File: src/rtl/ptr_agen_pkg.sv
package ptr_agen_pkg;

    localparam int NUM_PTR = 3;
    localparam int SEL_W   = 2;

    localparam logic [SEL_W-1:0] SEL_X = 2'd0;
    localparam logic [SEL_W-1:0] SEL_Y = 2'd1;
    localparam logic [SEL_W-1:0] SEL_Z = 2'd2;

    typedef enum logic [2:0] {
        OP_IND  = 3'd0,
        OP_PINC = 3'd1,
        OP_PDEC = 3'd2,
        OP_DISP = 3'd3,
        OP_TBL  = 3'd4,
        OP_TBLI = 3'd5,
        OP_WADD = 3'd6,
        OP_WSUB = 3'd7
    } op_e;

    typedef enum logic [1:0] {
        ST_IDLE   = 2'd0,
        ST_ISSUE  = 2'd1,
        ST_HOLD   = 2'd2,
        ST_FINISH = 2'd3
    } state_e;

    function automatic logic op_is_tbl(op_e o);
        return (o == OP_TBL) || (o == OP_TBLI);
    endfunction

    function automatic logic op_is_word(op_e o);
        return (o == OP_WADD) || (o == OP_WSUB);
    endfunction

    function automatic logic op_modifies(op_e o);
        return (o == OP_PINC) || (o == OP_PDEC) || (o == OP_TBLI) ||
               (o == OP_WADD) || (o == OP_WSUB);
    endfunction

    function automatic logic op_legal(op_e o, logic [SEL_W-1:0] s);
        logic ok;
        ok = (s != 2'd3);
        if ((o == OP_DISP) && (s == SEL_X)) ok = 1'b0;
        if (op_is_tbl(o) && (s != SEL_Z))   ok = 1'b0;
        return ok;
    endfunction

endpackage

File: src/rtl/ptr_agen_ctrl.sv
module ptr_agen_ctrl
    import ptr_agen_pkg::*;
#(
    parameter int OFS_W = 6
) (
    input  logic             clk,
    input  logic             rst_n,
    input  logic             start,
    input  op_e              op_i,
    input  logic [SEL_W-1:0] sel_i,
    input  logic [OFS_W-1:0] k_i,
    input  logic             wb_i,
    output op_e              cur_op,
    output logic [SEL_W-1:0] cur_sel,
    output logic [OFS_W-1:0] cur_k,
    output logic             cur_wb,
    output logic             ready,
    output logic             addr_valid,
    output logic             addr_prog,
    output logic             done,
    output logic             commit_we,
    output logic             reject
);

    state_e state, state_nxt;
    logic   take, refuse;

    assign take   = (state == ST_IDLE) && start && op_legal(op_i, sel_i);
    assign refuse = (state == ST_IDLE) && start && !op_legal(op_i, sel_i);

    always_comb begin
        state_nxt = state;
        unique case (state)
            ST_IDLE:   state_nxt = take ? ST_ISSUE : ST_IDLE;
            ST_ISSUE:  state_nxt = op_is_tbl(cur_op) ? ST_HOLD : ST_FINISH;
            ST_HOLD:   state_nxt = ST_FINISH;
            ST_FINISH: state_nxt = ST_IDLE;
        endcase
    end

    // State register and request latch
    always_ff @(posedge clk or negedge rst_n) begin
        if (!rst_n) begin
            state   <= ST_IDLE;
            cur_op  <= OP_IND;
            cur_sel <= SEL_X;
            cur_k   <= '0;
            cur_wb  <= 1'b0;
            reject  <= 1'b0;
        end else begin
            state  <= state_nxt;
            reject <= refuse;
            if (take) begin
                cur_op  <= op_i;
                cur_sel <= sel_i;
                cur_k   <= k_i;
                cur_wb  <= wb_i;
            end
        end
    end

    // Outputs decoded from state
    always_comb begin
        ready      = 1'b0;
        addr_valid = 1'b0;
        addr_prog  = 1'b0;
        done       = 1'b0;
        commit_we  = 1'b0;
        unique case (state)
            ST_IDLE:   ready = 1'b1;
            ST_ISSUE: begin
                addr_valid = !op_is_word(cur_op);
                addr_prog  = op_is_tbl(cur_op);
            end
            ST_HOLD:   ;
            ST_FINISH: begin
                done      = 1'b1;
                commit_we = cur_wb && op_modifies(cur_op);
            end
        endcase
    end


    reject_idle_chk: assert property (@(posedge clk) disable iff (!rst_n)
        reject |-> (state == ST_IDLE));


    data_two_cycle_chk: assert property (@(posedge clk) disable iff (!rst_n)
        (state == ST_ISSUE && !op_is_tbl(cur_op)) |=> (state == ST_FINISH));


    tbl_hold_chk: assert property (@(posedge clk) disable iff (!rst_n)
        (state == ST_ISSUE && op_is_tbl(cur_op)) |=> (state == ST_HOLD));


    busy_keep_chk: assert property (@(posedge clk) disable iff (!rst_n)
        (state == ST_ISSUE || state == ST_HOLD) |=> (state != ST_IDLE));

endmodule

File: src/rtl/ptr_agen_alu.sv
module ptr_agen_alu
    import ptr_agen_pkg::*;
#(
    parameter int PTR_W = 16,
    parameter int OFS_W = 6
) (
    input  op_e              op_i,
    input  logic [PTR_W-1:0] ptr_i,
    input  logic [OFS_W-1:0] k_i,
    output logic [PTR_W-1:0] addr_o,
    output logic [PTR_W-1:0] next_o,
    output logic [4:0]       flags_o
);

    localparam int EXT_W = PTR_W - OFS_W;

    logic [PTR_W-1:0] kext;
    logic [PTR_W:0]   sum, dif;
    logic [PTR_W-1:0] res;
    logic             c, v, n, z;

    assign kext = {{EXT_W{1'b0}}, k_i};
    assign sum  = {1'b0, ptr_i} + {1'b0, kext};
    assign dif  = {1'b0, ptr_i} - {1'b0, kext};

    always_comb begin
        addr_o = ptr_i;
        next_o = ptr_i;
        unique case (op_i)
            OP_IND, OP_TBL: ;
            OP_PINC, OP_TBLI: next_o = ptr_i + 1'b1;
            OP_PDEC: begin
                addr_o = ptr_i - 1'b1;
                next_o = ptr_i - 1'b1;
            end
            OP_DISP: addr_o = sum[PTR_W-1:0];
            OP_WADD: next_o = sum[PTR_W-1:0];
            OP_WSUB: next_o = dif[PTR_W-1:0];
        endcase
    end

    always_comb begin
        res = (op_i == OP_WSUB) ? dif[PTR_W-1:0] : sum[PTR_W-1:0];
        n   = res[PTR_W-1];
        z   = (res == '0);
        if (op_i == OP_WSUB) begin
            c = dif[PTR_W];
            v = ptr_i[PTR_W-1] & ~res[PTR_W-1];
        end else begin
            c = sum[PTR_W];
            v = ~ptr_i[PTR_W-1] & res[PTR_W-1];
        end
        flags_o = {n ^ v, v, n, z, c};
    end

endmodule

File: src/rtl/ptr_agen_regs.sv
module ptr_agen_regs
    import ptr_agen_pkg::*;
#(
    parameter int BYTE_W = 8
) (
    input  logic                         clk,
    input  logic                         rst_n,
    input  logic                         idle,
    input  logic                         wr_en,
    input  logic [SEL_W-1:0]             wr_sel,
    input  logic                         wr_hi,
    input  logic [BYTE_W-1:0]            wr_byte,
    input  logic                         commit_we,
    input  logic [SEL_W-1:0]             commit_sel,
    input  logic [2*BYTE_W-1:0]          commit_val,
    input  logic                         flag_we,
    input  logic [4:0]                   flag_val,
    output logic [NUM_PTR*2*BYTE_W-1:0]  ptr_all,
    output logic [4:0]                   flags_q
);

    localparam int PTR_W = 2 * BYTE_W;

    logic byte_we;
    assign byte_we = idle && wr_en;

    for (genvar i = 0; i < NUM_PTR; i++) begin : g_ptr
        logic [BYTE_W-1:0] lo_q, hi_q;
        always_ff @(posedge clk or negedge rst_n) begin
            if (!rst_n) begin
                lo_q <= '0;
                hi_q <= '0;
            end else if (byte_we && wr_sel == SEL_W'(i)) begin
                if (wr_hi) hi_q <= wr_byte;
                else       lo_q <= wr_byte;
            end else if (commit_we && commit_sel == SEL_W'(i)) begin
                {hi_q, lo_q} <= commit_val;
            end
        end
        assign ptr_all[i*PTR_W +: PTR_W] = {hi_q, lo_q};
    end

    always_ff @(posedge clk or negedge rst_n) begin
        if (!rst_n)       flags_q <= '0;
        else if (flag_we) flags_q <= flag_val;
    end


    bank_hold_chk: assert property (@(posedge clk) disable iff (!rst_n)
        (!idle && !commit_we) |=> $stable(ptr_all));

endmodule

File: src/rtl/ptr_agen.sv
module ptr_agen
    import ptr_agen_pkg::*;
#(
    parameter int BYTE_W = 8,
    parameter int OFS_W  = 6
) (
    input  logic                  clk,
    input  logic                  rst_n,
    input  logic                  wr_en,
    input  logic [1:0]            wr_sel,
    input  logic                  wr_hi,
    input  logic [BYTE_W-1:0]     wr_byte,
    input  logic                  start,
    input  logic [2:0]            op,
    input  logic [1:0]            sel,
    input  logic [OFS_W-1:0]      k,
    input  logic                  wb_en,
    output logic                  ready,
    output logic                  addr_valid,
    output logic                  addr_prog,
    output logic [2*BYTE_W-1:0]   eff_addr,
    output logic                  done,
    output logic [2*BYTE_W-1:0]   ptr_new,
    output logic [4:0]            flags,
    output logic                  reject,
    output logic [2*BYTE_W-1:0]   ptr_x,
    output logic [2*BYTE_W-1:0]   ptr_y,
    output logic [2*BYTE_W-1:0]   ptr_z
);

    localparam int PTR_W = 2 * BYTE_W;

    op_e                       cur_op;
    logic [SEL_W-1:0]          cur_sel;
    logic [OFS_W-1:0]          cur_k;
    logic                      cur_wb;
    logic                      commit_we;
    logic [NUM_PTR*PTR_W-1:0]  ptr_all;
    logic [PTR_W-1:0]          cur_ptr;
    logic [4:0]                alu_flags;

    ptr_agen_ctrl #(.OFS_W(OFS_W)) ctrl_i (
        .clk        (clk),
        .rst_n      (rst_n),
        .start      (start),
        .op_i       (op_e'(op)),
        .sel_i      (sel),
        .k_i        (k),
        .wb_i       (wb_en),
        .cur_op     (cur_op),
        .cur_sel    (cur_sel),
        .cur_k      (cur_k),
        .cur_wb     (cur_wb),
        .ready      (ready),
        .addr_valid (addr_valid),
        .addr_prog  (addr_prog),
        .done       (done),
        .commit_we  (commit_we),
        .reject     (reject)
    );

    always_comb begin
        unique case (cur_sel)
            SEL_Y:   cur_ptr = ptr_all[1*PTR_W +: PTR_W];
            SEL_Z:   cur_ptr = ptr_all[2*PTR_W +: PTR_W];
            default: cur_ptr = ptr_all[0 +: PTR_W];
        endcase
    end

    ptr_agen_alu #(.PTR_W(PTR_W), .OFS_W(OFS_W)) alu_i (
        .op_i    (cur_op),
        .ptr_i   (cur_ptr),
        .k_i     (cur_k),
        .addr_o  (eff_addr),
        .next_o  (ptr_new),
        .flags_o (alu_flags)
    );

    ptr_agen_regs #(.BYTE_W(BYTE_W)) regs_i (
        .clk        (clk),
        .rst_n      (rst_n),
        .idle       (ready),
        .wr_en      (wr_en),
        .wr_sel     (wr_sel),
        .wr_hi      (wr_hi),
        .wr_byte    (wr_byte),
        .commit_we  (commit_we),
        .commit_sel (cur_sel),
        .commit_val (ptr_new),
        .flag_we    (done && op_is_word(cur_op)),
        .flag_val   (alu_flags),
        .ptr_all    (ptr_all),
        .flags_q    (flags)
    );

    assign ptr_x = ptr_all[0*PTR_W +: PTR_W];
    assign ptr_y = ptr_all[1*PTR_W +: PTR_W];
    assign ptr_z = ptr_all[2*PTR_W +: PTR_W];


    prog_on_z_chk: assert property (@(posedge clk) disable iff (!rst_n)
        addr_prog |-> (addr_valid && cur_sel == SEL_Z));


    predec_match_chk: assert property (@(posedge clk) disable iff (!rst_n)
        (addr_valid && cur_op == OP_PDEC) |=> (ptr_new == $past(eff_addr)));

endmodule

File: config.mk
export PLATFORM = sky130hd
export DESIGN_NAME = ptr_agen
export DESIGN_NICKNAME = d
export VERILOG_FILES = /design/src/rtl/ptr_agen_pkg.sv /design/src/rtl/ptr_agen_ctrl.sv /design/src/rtl/ptr_agen_alu.sv /design/src/rtl/ptr_agen_regs.sv /design/src/rtl/ptr_agen.sv
export SDC_FILE = /design/constraint.sdc
export NUM_CORES = 1
export LEC_CHECK = 0
export BUFFER_PORTS_ARGS = -buffer_cell sky130_fd_sc_hd__buf_2
export CORE_AREA = 2 2 117 147
export DETAILED_ROUTE_END_ITERATION = 12
export DIE_AREA = 0 0 119 149
export GPL_TIMING_DRIVEN = 0
export PLACE_DENSITY_LB_ADDON = 0.2
export SYNTH_ARGS = -nofsm -noshare
export SYNTH_HDL_FRONTEND = slang
export SYNTH_SLANG_ARGS = --single-unit
File: constraint.sdc
create_clock -name clk -period 4.6 [get_ports clk]
set_clock_uncertainty 0.2 [all_clocks]
set_input_delay 0.46 -clock clk [delete_from_list [all_inputs] [get_ports clk]]
set_output_delay 0.46 -clock clk [all_outputs]
set_load 0.02 [all_outputs]
=== Word-level counts from Yosys, hierarchy flattened ===
Cells that the tools add are included.

* Register bits after elaboration: 68
* Word-level logic and storage cells: 115

* Multiplexer cells: 30
* Equality and inequality tests: 25
* Reductions and logical operators: 38
* Bitwise operators: 5
* Add/sub/neg operators: 4

{| class="wikitable"
|+ Operators with widths
! operator !! count
|-
| two-way mux 8 bit || 14
|-
| one-hot mux 16 bit (2 select lines) || 2
|-
| one-hot mux 16 bit (4 select lines) || 1
|-
| == test 3 bit, second input constant || 6
|-
| adder 16 x 6 -> 17 bit || 1
|-
| subtractor 16 x 6 -> 17 bit || 1
|-
| adder 16 x 1 -> 16 bit, second input constant || 1
|-
| zero test 16 bit || 1
|-
| two-way mux 16 bit || 1
|-
| != test 2 bit, second input constant || 8
|-
| subtractor 16 x 1 -> 16 bit, second input constant || 1
|-
| logical AND 1 bit || 14
|-
| AND reduction 2 bit || 6
|-
| two-way mux 1 bit || 11
|-
| == test 3 x 2 -> 1 bit, second input constant || 3
|-
| == test 2 bit, second input constant || 4
|-
| zero test 2 bit || 4
|-
| one-hot mux 2 bit (4 select lines) || 1
|-
| logical OR 1 bit || 7
|-
| == test 2 x 1 -> 1 bit, second input constant || 3
|-
| nonzero test 2 bit || 3
|-
| == test 3 x 1 -> 1 bit, second input constant || 1
|-
| AND 1 bit || 2
|-
| zero test 1 bit || 2
|-
| other kinds (3) || 4
|}

=== Depth between registers and ports, before layout ===
* Depth after elaboration: 10
* Depth in mapped cells: 16
* Gate-level depth less buffers: 15

=== Cells and area by module ===
From an unflattened synthesis, not the netlist that was laid out.

* Cells, all modules: 769
* Area, all modules: 6656.4 um2

{| class="wikitable"
|+ By module, submodules not included
! module !! area each (um2) !! cells an instance !! times used !! seq. area each (um2)
|-
| ptr_agen_alu || 2915.3 || 465 || 1 || 0.0
|-
| ptr_agen_regs || 2509.9 || 184 || 1 || 1326.3
|-
| ptr_agen_ctrl || 805.8 || 60 || 1 || 375.4
|-
| ptr_agen || 425.4 || 60 || 1 || 0.0
|}

=== Worst setup path before layout ===
No wires, ideal clock.

* Path kind: register -> output
* Start point: reg ctrl_i.cur_sel[0]
* End point: out ptr_new[10]
* Stages on the path, launching flop included: 17
* Arrival time: 3771 ps
* Data required time: 3940 ps
* Path slack: 169 ps
* Cell sequence: dfrtp_1 > inv_1 > ha_1 > buf_4 > nor2_1 > a21oi_2 > clkbuf_1 > ha_1 > nand2b_1 > a221o_1 > a21oi_1 > clkbuf_1 > nand2_2 > a2111oi_2 > mux2i_1 > a21oi_2 > inv_1

* Longest elaborated chain between the ends: 4
* Elaborated cells on any way between the ends: 8
* Classes of those cells: add/sub (4); eq/ne (2); mux (2)

{| class="wikitable"
|+ Ends and longest elaborated chain
! item !! line !! source
|-
| from (decl) || ptr_agen_ctrl.sv:14 || <nowiki>output logic [SEL_W-1:0] cur_sel,</nowiki>
|-
| from (signal assigned) || ptr_agen_ctrl.sv:55 || <nowiki>cur_sel <= sel_i;</nowiki>
|-
| == test 2 bit or == test 2 x 1 -> 1 bit (tied branches) || ptr_agen.sv:63 || <nowiki>unique case (cur_sel)</nowiki>
|-
| one-hot mux 16 bit (2 select lines) (*) || ptr_agen.sv:63 ||
|-
| subtractor 16 x 6 -> 17 bit (tied with other cells) || ptr_agen_alu.sv:24 || <nowiki>assign dif = {1'b0, ptr_i} - {1'b0, kext};</nowiki>
|-
| one-hot mux 16 bit (4 select lines) (*) || ptr_agen_alu.sv:29 || <nowiki>unique case (op_i)</nowiki>
|-
| to (decl) || ptr_agen.sv:23 || <nowiki>output logic [2*BYTE_W-1:0] ptr_new,</nowiki>
|}

Every way passes the cells marked *; elsewhere a longest branch is shown, timed or not.

=== Worst setup path after layout ===
Same ends and word-level chain as after synthesis.

==> reports/metrics.csv <==
metric;value;unit
critPathLaunchType;flip-flop;
cts_buffer_depth;2;
drive_above_1_share;29.42;%
crit_buf_inv;6;
seq_area_frac_synth;25.97;%
cp_data_arrival_time;3780;ps
root_buffer;clkbuf_16;
diodes;0;
nets;1057;
pin_count;117;
whs;149.9;ps
cp-end-kind;primary output;
htree_levels;3;
dpl.hpwl;20.25;mm
ys.warnings.count;0;
drt_iter0_markers;576;
start_util;39.68;%
hold_violations;0;
tightest_slew;1217;ps
synth_area;0.006553;mm2
finalWirelength;26.34;mm
place.port_buffers;115;
grt_overflow_total;0;
synth.avg_cell_area;7.857;um2
path_cells;buf_4 -> ha_4 -> buf_6 -> a22oi_2 -> a21oi_4 -> ha_4 -> fa_2 -> nand2b_1 -> a221o_1 -> a21oi_4 -> buf_4 -> clkbuf_4 -> a22o_1 -> a21oi_1 -> mux2i_1 -> a21oi_2 -> inv_1 -> buf_6;
cap_violations;0;
ys_ff_latch;68;
die_x;119;um
drt-pass1-iter-count;8;
synth_cell_types;83;
setup_ws;162.4;ps
cp.required;3940;ps
gr-usage-all-layers;29.15;%
report.final.slew_viol_count;0;
grt_pass1_vias;7109;
gp_congestion;0.9538;
hold_class;in -> reg;
cts_sinks;68;
core-area;0.01651;mm2
die_h;149;um
cts_tree;done;
grt_max_degree;69;
cp_slowest_cell;dfrtp_1;
synth_cells;834;
async_flop_share;100.0;%
post_drt_via_cell_ratio;6.024;
grt_pass1_wl;39.81;mm
ant_nets;0;
period_minus_slack;4438;ps
crit_type;reg -> out;
wl_per_cell;21.48;um
area_growth;28.20;%
syn_nets;890;
maxClockFrequency;225.3;MHz
period_share;96.47;%
slew-limit-headroom;18.55;%
cts_buffers;9;
post-place-ws;-1164;ps
clkTransAtPathRegs;60;ps
rows;53;
status;finished clean;
drcViolationCount;0;
crit_path_max_incr_delay;400;ps
antenna_found_initial;0;
synth-edff-count;0;
fin_setup_tns;0;ps
vias;7385;
synthFlopType;dfrtp_1;
die_area;0.01773;mm2
worstPathMaxFanout;10;
setup_violations;0;
crit_family;compound AO/OA/AOI/OAI gates;
clk_latency;340;ps
-- state kept, by name (all words and copies together) (netlist names) --
signal / count
regs_i.flags_q: 5
ctrl_i.reject: 1
ctrl_i.cur_wb: 1
ctrl_i.cur_k: 6
regs_i.g_ptr.lo_q: 24
regs_i.g_ptr.hi_q: 24
ctrl_i.state: 2
ctrl_i.cur_op: 3
ctrl_i.cur_sel: 2
-- Yosys cell counts (5+ instances only) --
| cell | n | share of area [%] |
|---|---|---|
| o21ai_0 | 59 | 4.5 |
| o22ai_1 | 11 | 1.1 |
| mux2_2 | 11 | 1.9 |
| dfrtp_1 | 68 | 26 |
| a21o_1 | 24 | 2.7 |
| and3_1 | 12 | 1.1 |
| clkbuf_1 | 33 | 1.9 |
| nand4_1 | 14 | 1.3 |
| nand2_1 | 73 | 4.2 |
| ha_1 | 27 | 5.2 |
| a221oi_2 | 8 | 1.8 |
| a22oi_2 | 5 | 0.95 |
| nor3_1 | 23 | 1.8 |
| o221ai_1 | 9 | 1.2 |
| buf_4 | 5 | 0.57 |
| a22oi_1 | 12 | 1.4 |
| inv_1 | 38 | 2.2 |
| nand3_1 | 21 | 1.6 |
| nor2_1 | 122 | 7.0 |
| a221o_1 | 5 | 0.76 |
| mux2i_1 | 5 | 0.76 |
| o211ai_1 | 5 | 0.57 |
| a211oi_1 | 13 | 1.5 |
| a31oi_1 | 16 | 1.5 |
| xnor2_1 | 30 | 4.0 |
| o31ai_1 | 10 | 1.1 |
| a21oi_1 | 50 | 3.8 |
| a21oi_2 | 5 | 0.67 |
| a221oi_1 | 12 | 1.6 |
| buf_6 | 5 | 0.86 |
| buf_2 | 11 | 0.84 |
| or3_1 | 5 | 0.48 |
-- final cells by class --
type	instances	area, um2
repair buffers	156	935.9
well taps	220	275.3
clock buffers	10	229.0
inverters	42	163.9
clock inverters	6	65.06
fillers	1655	8112
plain buffers	54	307.8
flip-flops and latches	68	1702
multi-input cells	670	4722
-- routing by layer --
layer  share of wire, %  track usage [%]  wire [um]
met1                 39            35.11      10320
met3                7.2            5.084       1904
met2                 49            49.86      12830
met5                  0                0          0
met4                4.9            14.94       1288
-- metrics by stage --
stage	cell area, um2	utilization (%)	std cells
floorplan	6553	-	834
global placement	7403	44.84	1169
detailed placement	7433	45.02	1170
CTS	8066	48.85	1206
global route	8401	50.88	1226
finish	8401	50.88	1226
-- placed cells by master (no fill, tap or decap), types with 28 or more instances in the layout --
cell,count
nand2_1,72
clkbuf_1,32
a21oi_1,44
dfrtp_1,68
nor2_1,118
buf_2,123
o21ai_0,57
buf_4,39
inv_1,34
xnor2_1,28
-- worst paths after layout --
| kind | start | end | slack [ps] | depth (start not counted) |
|---|---|---|---|---|
| worst max-delay path | ctrl_i.cur_sel[0] | ptr_new[10] | 160 | 18 |
| worst min-delay path | wb_en | ctrl_i.cur_wb | 150 | 2 |
| worst max register to register | ctrl_i.cur_sel[0] | regs_i.flags_q[1] | 610 | 16 |
| worst min register to register | regs_i.flags_q[1] | regs_i.flags_q[1] | 280 | 2 |
| max in group asynchronous | rst_n | regs_i.g_ptr[0].lo_q[5] | 3420 | 3 |
| min in group asynchronous | rst_n | regs_i.g_ptr[2].lo_q[1] | 480 | 3 |
-- repair_timing --
action                     in CTS  in global routing
hold buffers                    1                  0
setup endpoints to repair      50                 13
cloned                          1                  1
setup buffers                  18                 18
hold endpoints to repair       68                  0
gates resized for setup        38                 38
pin swaps                      13                 26
-- logic make-up after synthesis --
kind of cell / count (synthesis) / share of synthesized area (%)
flops: 68 / 25.97
buf+inv: 96 / 6.607
simple gates: 308 / 22.65
fa+ha+maj: 29 / 5.767
mux: 16 / 2.654
xor+xnor: 33 / 4.411
compound gates: 284 / 31.95
-- worst register-to-register path: stages, from the launching register on --
cell,delay (ps)
dfrtp_1,400
buf_4,150
ha_4,170
buf_6,150
a22oi_2,160
a21o_4,200
inv_1,110
ha_1,310
nor2b_1,170
o211ai_1,100
buf_4,180
and3_1,170
a2111oi_4,400
nand4_1,250
a2111oi_4,320
a31oi_1,180
o31ai_1,270
Power is not shown: default switching activity piles up to over one toggle a cycle in this logic, so the estimate is an artifact.
